### src/rtl/rxwb_pkg.sv
package rxwb_pkg;

    localparam int WORD_W   = 32;
    localparam int SIZE_W   = 12;
    localparam int ERR_W    = 9;
    localparam int CMD_WORD = 2;   // command/status word index in a descriptor
    localparam int LINK_WORD = 0;  // link word index in a descriptor
    localparam int OWN_BIT  = 31;
    localparam int INTR_BIT = 29;

    typedef enum logic [2:0] {
        ST_IDLE,
        ST_RD_CMD,
        ST_CHK,
        ST_LINK,
        ST_ARMED,
        ST_WB
    } rx_state_e;

    typedef struct packed {
        logic abort;
        logic overrun;
        logic too_long;
        logic runt;
        logic bad_sym;
        logic crc;
        logic align;
        logic loopback;
        logic collision;
    } rx_err_t;

    function automatic logic [WORD_W-1:0] pack_status(
        input logic [SIZE_W-1:0] size,
        input logic              more,
        input logic              intr,
        input logic              ok,
        input rx_err_t           e
    );
        logic [WORD_W-1:0] w;
        w        = '0;
        w[31]    = 1'b1;
        w[30]    = more;
        w[29]    = intr;
        w[28]    = 1'b0;
        w[27]    = ok;
        w[26]    = e.abort;
        w[25]    = e.overrun;
        w[22]    = e.too_long;
        w[21]    = e.runt;
        w[20]    = e.bad_sym;
        w[19]    = e.crc;
        w[18]    = e.align;
        w[17]    = e.loopback;
        w[16]    = e.collision;
        w[SIZE_W-1:0] = size;
        return w;
    endfunction

endpackage

### src/rtl/rxwb_status.sv
module rxwb_status
    import rxwb_pkg::*;
#(
    parameter int LEN_W = 16
) (
    input  logic [LEN_W-1:0]  byte_cnt,
    input  rx_err_t           err,
    input  logic [SIZE_W-1:0] buf_size,
    input  logic              intr,
    output logic [WORD_W-1:0] status_word
);

    logic    over;
    rx_err_t eff;
    logic    ok;
    logic [SIZE_W-1:0] size_out;

    always_comb begin
        over         = byte_cnt > LEN_W'(buf_size);
        eff          = err;
        eff.too_long = err.too_long | over;
        ok = !over && !(eff.abort | eff.overrun | eff.too_long | eff.runt |
                        eff.bad_sym | eff.crc | eff.align);
        size_out     = over ? buf_size : byte_cnt[SIZE_W-1:0];
        status_word  = pack_status(size_out, over, intr, ok, eff);
    end

endmodule

### src/rtl/rxwb_ptr.sv
module rxwb_ptr
    import rxwb_pkg::*;
#(
    parameter int AW = 10
) (
    input  logic              clk,
    input  logic              rst,
    input  logic              load_base,
    input  logic [WORD_W-1:0] base,
    input  logic              take_link,
    input  logic [WORD_W-1:0] link_in,
    input  logic              follow,
    output logic              started,
    output logic [AW-1:0]     cmd_addr,
    output logic [AW-1:0]     link_addr
);

    logic [AW-1:0] cur_word;
    logic [AW-1:0] nxt_word;

    logic unused_ptr_bits;
    assign unused_ptr_bits = ^{base[WORD_W-1:AW+2], base[1:0],
                               link_in[WORD_W-1:AW+2], link_in[1:0]};

    always_ff @(posedge clk) begin
        if (rst) begin
            cur_word <= '0;
            nxt_word <= '0;
            started  <= 1'b0;
        end else begin
            if (load_base) begin
                cur_word <= base[AW+1:2];
                started  <= 1'b1;
            end else if (follow) begin
                cur_word <= nxt_word;
            end
            if (take_link)
                nxt_word <= link_in[AW+1:2];
        end
    end

    assign cmd_addr  = cur_word + AW'(CMD_WORD);
    assign link_addr = cur_word + AW'(LINK_WORD);

endmodule

### src/rtl/rxwb_ctrl.sv
module rxwb_ctrl
    import rxwb_pkg::*;
(
    input  logic clk,
    input  logic rst,
    input  logic rx_on,
    input  logic frame_done,
    input  logic own_in,
    input  logic started,
    output logic rd_en,
    output logic sel_link,
    output logic wr_en,
    output logic load_base,
    output logic take_cmd,
    output logic take_link,
    output logic accept,
    output logic follow,
    output logic running,
    output logic armed,
    output logic drop
);

    rx_state_e state, state_n;

    always_comb begin
        state_n = state;
        case (state)
            ST_IDLE:   if (rx_on) state_n = ST_RD_CMD;
            ST_RD_CMD: state_n = ST_CHK;
            ST_CHK:    state_n = own_in ? ST_IDLE : ST_LINK;
            ST_LINK:   state_n = ST_ARMED;
            ST_ARMED:  if (frame_done) state_n = ST_WB;
            ST_WB:     state_n = ST_RD_CMD;
            default:   state_n = ST_IDLE;
        endcase
    end

    always_ff @(posedge clk) begin
        if (rst) begin
            state <= ST_IDLE;
            drop  <= 1'b0;
        end else begin
            state <= state_n;
            drop  <= frame_done && (state != ST_ARMED);
        end
    end

    always_comb begin
        rd_en     = (state == ST_RD_CMD) || (state == ST_CHK && !own_in);
        sel_link  = (state == ST_CHK);
        wr_en     = (state == ST_WB);
        load_base = (state == ST_IDLE) && rx_on && !started;
        take_cmd  = (state == ST_CHK) && !own_in;
        take_link = (state == ST_LINK);
        accept    = (state == ST_ARMED) && frame_done;
        follow    = (state == ST_WB);
        running   = (state != ST_IDLE);
        armed     = (state == ST_ARMED);
    end

endmodule

### src/rtl/rx_desc_wb.sv
module rx_desc_wb
    import rxwb_pkg::*;
#(
    parameter int AW    = 10,
    parameter int LEN_W = 16
) (
    input  logic              clk,
    input  logic              rst,
    input  logic [WORD_W-1:0] ring_base,
    input  logic              rx_on,
    input  logic              frame_done,
    input  logic [LEN_W-1:0]  frame_len,
    input  logic [ERR_W-1:0]  frame_err,
    output logic              mem_rd_en,
    output logic              mem_wr_en,
    output logic [AW-1:0]     mem_addr,
    output logic [WORD_W-1:0] mem_wdata,
    input  logic [WORD_W-1:0] mem_rdata,
    output logic              rx_running,
    output logic              rx_armed,
    output logic              rx_drop
);

    logic sel_link, load_base, take_cmd, take_link, accept, follow, started;
    logic [AW-1:0] cmd_addr, link_addr;

    logic [SIZE_W-1:0] buf_size;
    logic              intr_req;
    logic [LEN_W-1:0]  len_q;
    rx_err_t           err_q;

    rxwb_ctrl u_ctrl (
        .clk        (clk),
        .rst        (rst),
        .rx_on      (rx_on),
        .frame_done (frame_done),
        .own_in     (mem_rdata[OWN_BIT]),
        .started    (started),
        .rd_en      (mem_rd_en),
        .sel_link   (sel_link),
        .wr_en      (mem_wr_en),
        .load_base  (load_base),
        .take_cmd   (take_cmd),
        .take_link  (take_link),
        .accept     (accept),
        .follow     (follow),
        .running    (rx_running),
        .armed      (rx_armed),
        .drop       (rx_drop)
    );

    rxwb_ptr #(.AW(AW)) u_ptr (
        .clk       (clk),
        .rst       (rst),
        .load_base (load_base),
        .base      (ring_base),
        .take_link (take_link),
        .link_in   (mem_rdata),
        .follow    (follow),
        .started   (started),
        .cmd_addr  (cmd_addr),
        .link_addr (link_addr)
    );

    always_ff @(posedge clk) begin
        if (rst) begin
            buf_size <= '0;
            intr_req <= 1'b0;
            len_q    <= '0;
            err_q    <= '0;
        end else begin
            if (take_cmd) begin
                buf_size <= mem_rdata[SIZE_W-1:0];
                intr_req <= mem_rdata[INTR_BIT];
            end
            if (accept) begin
                len_q <= frame_len;
                err_q <= rx_err_t'(frame_err);
            end
        end
    end

    rxwb_status #(.LEN_W(LEN_W)) u_status (
        .byte_cnt    (len_q),
        .err         (err_q),
        .buf_size    (buf_size),
        .intr        (intr_req),
        .status_word (mem_wdata)
    );

    assign mem_addr = sel_link ? link_addr : cmd_addr;

endmodule

### config.mk
export PLATFORM = sky130hd
export DESIGN_NAME = rx_desc_wb
export DESIGN_NICKNAME = d
export VERILOG_FILES = /design/src/rtl/rxwb_pkg.sv /design/src/rtl/rxwb_status.sv /design/src/rtl/rxwb_ptr.sv /design/src/rtl/rxwb_ctrl.sv /design/src/rtl/rx_desc_wb.sv
export SDC_FILE = /design/constraint.sdc
export NUM_CORES = 1
export LEC_CHECK = 0
export BUFFER_PORTS_ARGS = -buffer_cell sky130_fd_sc_hd__buf_2
export CELL_PAD_IN_SITES_DETAIL_PLACEMENT = 1
export CELL_PAD_IN_SITES_GLOBAL_PLACEMENT = 2
export CORE_MARGIN = 2
export CORE_UTILIZATION = 26
export CTS_CLUSTER_SIZE = 25
export DETAILED_ROUTE_END_ITERATION = 7
export HOLD_SLACK_MARGIN = 0.03
export PLACE_DENSITY_LB_ADDON = 0.1
export SYNTH_ARGS = -nofsm -noshare
export SYNTH_HDL_FRONTEND = slang
export SYNTH_SLANG_ARGS = --single-unit
### constraint.sdc
create_clock -name clk -period 2.4 [get_ports clk]
set_input_delay 0.12 -clock clk [delete_from_list [all_inputs] [get_ports clk]]
set_output_delay 0.12 -clock clk [all_outputs]
set_load 0.005 [all_outputs]
==> flow_summary.yaml <==
yosys:
  yosys.area.top_type: "dfxtp_1"
  synthSimpleGateAreaFrac_pct: 21.60
  syn-cell-area_sq_mm: 0.003151
  postSynthAreaPerCell_sq_um: 8.120
  synth_xor_xnor_area_share_pct: 2.224
  synth_top_family_by_area: "simple AND/OR/NAND/NOR gates"
  ys_warn_count: 0
  synthCells: 388
  synth_enable_flop_cells: 0
  ys_ff_latch: 63
  ys.flop_type: "dfxtp_1"
  synth_top_cell_area_share_pct: 40.03
  synthMuxAreaShare_pct: 9.015
  ys_async_sr_fraction_pct: 0
  synth_compound_area_share_pct: 12.15
  seq_area_frac_synth_pct: 40.03
  synth_cell_types: 35
  post_synth_fa_ha_maj_area_fraction_pct: 5.163
  ys_top_cells_by_area: "dfxtp_1 40%, nand2_1 12%, a21oi_1 7.0%, ha_1 5.2%, buf_4 4.8%"
sta:
  layout_setup_ws_ns: -0.2897
  rsz0062_at_grt: "yes"
  finClkSkew_ns: 0.002955
  fmax_ghz: 0.3718
  period_minus_slack_ns: 2.690
  slew_headroom_pct: 51.73
  hold_viol: 0
  setup_violations: 15
  fin_crit_sh_pct: 112.1
  drv_slew: 0
  max_slew.worst_pin.slew_ns: 0.7218
global_routing:
  grt_pass1_wl_um: 14690
  grt_max_degree: 29
  grt_pass1_vias: 2989
  grt_use_total_pct: 14.35
  grt_antenna_before_repair: 0
  overflow: 0
hold_path:
  holdPathEnd: "len_q[7]$_SDFFE_PP0P_"
  hold_class: "primary input to flop"
  min_path_cells: 3
  worstHoldStart: "frame_len[7]"
detailed_routing:
  wl_met1_um: 4098
  first_pass_iters: 4
  maxUsedRoutingLayer: "met4"
  drt_iter0_markers: 71
  wl_met2_um: 4411
  drc_errors: 0
  ant_nets: 0
  wl_per_cell_um: 14.05
  via_count: 2922
  totalWireLength_um: 8981
  vias_per_cell: 4.573
  wl_met3_um: 402
clock_network:
  clock-sinks: 63
  cts_max_level: 3
  path_clk_slew_ns: 0.05
  clkLatencyLatePin_ns: 0.32
  cts_tree: "done"
  clock-root-buffer: "clkbuf_16"
  cts_max_path_buffers: 2
  cts_made_buffers: 9
final_layout:
  drive_above_1_share_pct: 30.89
  layout.nets: 595
  diodes: 0
  area_growth_pct: 36.74
  ff_latch_area_sq_mm: 0.001264
  multi_input_area_sq_mm: 0.001687
  n_fill_cell: 1443
  instances_no_fill: 639
  fin_util_pct: 36.17
  final_cell_area_sq_mm: 0.004308
setup_path:
  cp_max_fo: 5
  r2r_setup_slack_ns: 0.59
  cp.required_ns: 2.28
  arrival_ns: 2.57
  r2r_cells: 6
  startpoint_type: "flop"
  crit_family: "simple AND/OR/NAND/NOR gates"
  cp_num_buf_inv: 2
  path_cells: "or4_4 -> or4_4 -> o22ai_4 -> buf_6 -> mux2_4 -> buf_6"
  worstSetupEndpointType: "primary output"
  rr_startpoint: "u_ctrl.state[2]$_SDFFE_PP0P_"
  cp_slowest_cell: "or4_4"
  critPathKind: "flop to primary output"
  worst-path-stages: 6
  slowest_delay_ns: 0.56
  reg2reg_to: "len_q[0]$_SDFFE_PP0P_"
floorplan:
  ioPinCount: 140
  die_h_um: 114.1
  dieArea_sq_mm: 0.01301
  coreArea_sq_mm: 0.01191
  num_rows: 40
  initial_core_util_pct: 26.45
  die_w_um: 114.1
placed_design:
  numPortBuffers: 91
  gp_congestion: 0.7691
  place_inst: 610
  placed_cell_area_sq_mm: 0.003710
  post-dp-hpwl_um: 6617
outcome:
  status: "complete, but fails checks"
  failed_checks: "negative setup slack"
run:
  cap_violations: 0
pwr:
  irDropWorstVdd_mv: 0.4135
  p_per_area_mw_per_mm2: 646.6
  p_leak_nw: 1.898
worst max-delay path by stage:
stage / startpoint / to / slack, ns
floorplan: buf_size[11]$_SDFFE_PP0P_ / mem_wdata[10] / 0.16
global placement: buf_size[11]$_SDFFE_PP0P_ / mem_wdata[0] / -0.03
detailed placement: buf_size[11]$_SDFFE_PP0P_ / mem_wdata[0] / -0.04
CTS: len_q[15]$_SDFFE_PP0P_ / mem_wdata[2] / -0.31
global route: len_q[13]$_SDFFE_PP0P_ / mem_wdata[4] / -0.35
finish: len_q[13]$_SDFFE_PP0P_ / mem_wdata[9] / -0.29
cells in the final DEF, fill, tap and decap left out, types with 4 or more instances in the layout:
cell type / synthesis / routed
clkbuf_8: 0 / 4
dlygate4sd3_1: 0 / 13
conb_1: 2 / 8
nor2_1: 29 / 29
nand4_1: 7 / 7
a311oi_1: 10 / 10
nand2_1: 103 / 103
buf_2: 0 / 79
mux2_4: 7 / 12
dfxtp_1: 63 / 61
nor2b_1: 4 / 4
clkbuf_16: 0 / 9
inv_1: 15 / 15
mux2i_1: 10 / 10
buf_6: 0 / 16
ha_1: 13 / 10
xnor2_1: 5 / 5
buf_4: 20 / 17
a21oi_1: 44 / 42
state kept, by name (all words and copies together) (netlist names):
signal / cells
buf_size: 12
err_q: 9
intr_req: 1
len_q: 16
u_ctrl.drop: 1
u_ctrl.state: 3
u_ptr.cur_word: 10
u_ptr.nxt_word: 10
u_ptr.started: 1
final cells by class:
type | instances | share of cell area (%)
clock buffer | 14 | 6.593
inverter | 15 | 1.307
multi-input combinational | 275 | 39.15
sequential | 63 | 29.33
tap | 147 | 4.270
timing repair buffer | 125 | 19.34
synthesized netlist by cell type, types with 5 or more instances:
cell type	instances
xnor2_1	5
nand4_1	7
nand2_1	103
inv_1	15
mux2_2	7
dfxtp_1	63
clkbuf_1	20
a311oi_1	10
mux2_4	7
ha_1	13
buf_4	20
mux2i_1	10
nor2_1	29
a21oi_1	44
worst register-to-register path, cell delays in order (launching register included):
cell,delay (ns)
dfxtp_1,0.42
nor2b_1,0.22
nor2b_1,0.34
and2_1,0.18
buf_4,0.30
nand2_1,0.15
a21oi_1,0.13
metal layers:
| metal | global-route usage (%) | vias to the layer above |
|---|---|---|
| met2 | 23.89 | 58 |
| met5 | 0 | - |
| met4 | 4.146 | 0 |
| met1 | 18.11 | 1388 |
| met3 | 4.129 | 7 |
| li1 | - | 1469 |
stage by stage:
stage | total power [W] | TNS (ns) | hold WS (ns) | worst slack (ns)
after floorplan | 0.001390 | 0 | 0.2560 | 0.1648
after global placement | 0.001520 | -0.1182 | 0.3612 | -0.02579
after detailed placement | 0.001528 | -0.2933 | 0.3686 | -0.03875
after CTS | 0.002834 | -3.794 | 0.03278 | -0.3058
after global routing | 0.002929 | -4.555 | 0.03602 | -0.3529
final | 0.002785 | -3.585 | 0.04177 | -0.2897
cells by family after synthesis:
group | Yosys count
other | 2
adders and majority gates | 13
muxes | 24
buffers and inverters | 56
and+or+nand+nor | 159
DFF | 63
xor gates and xnor gates | 8
AOI/OAI and AO/OA | 63
report_power, final:
part	internal, W	total [W]	switching, W	leakage (nW)
Sequential	0.00108	0.00112	0.0000352	0.512
Clock	0.000800	0.00124	0.000440	0.141
Combinational	0.000226	0.000427	0.000201	1.25
what timing repair did:
action | CTS | global route
resized for setup | 11 | 20
hold endpoints to repair | 13 | 0
pin swaps | 3 | 3
hold buffers | 13 | 0
setup buffers | 1 | 1
setup endpoints to repair | 15 | 15
No activity file was read; power rests on OpenSTA's default activity.
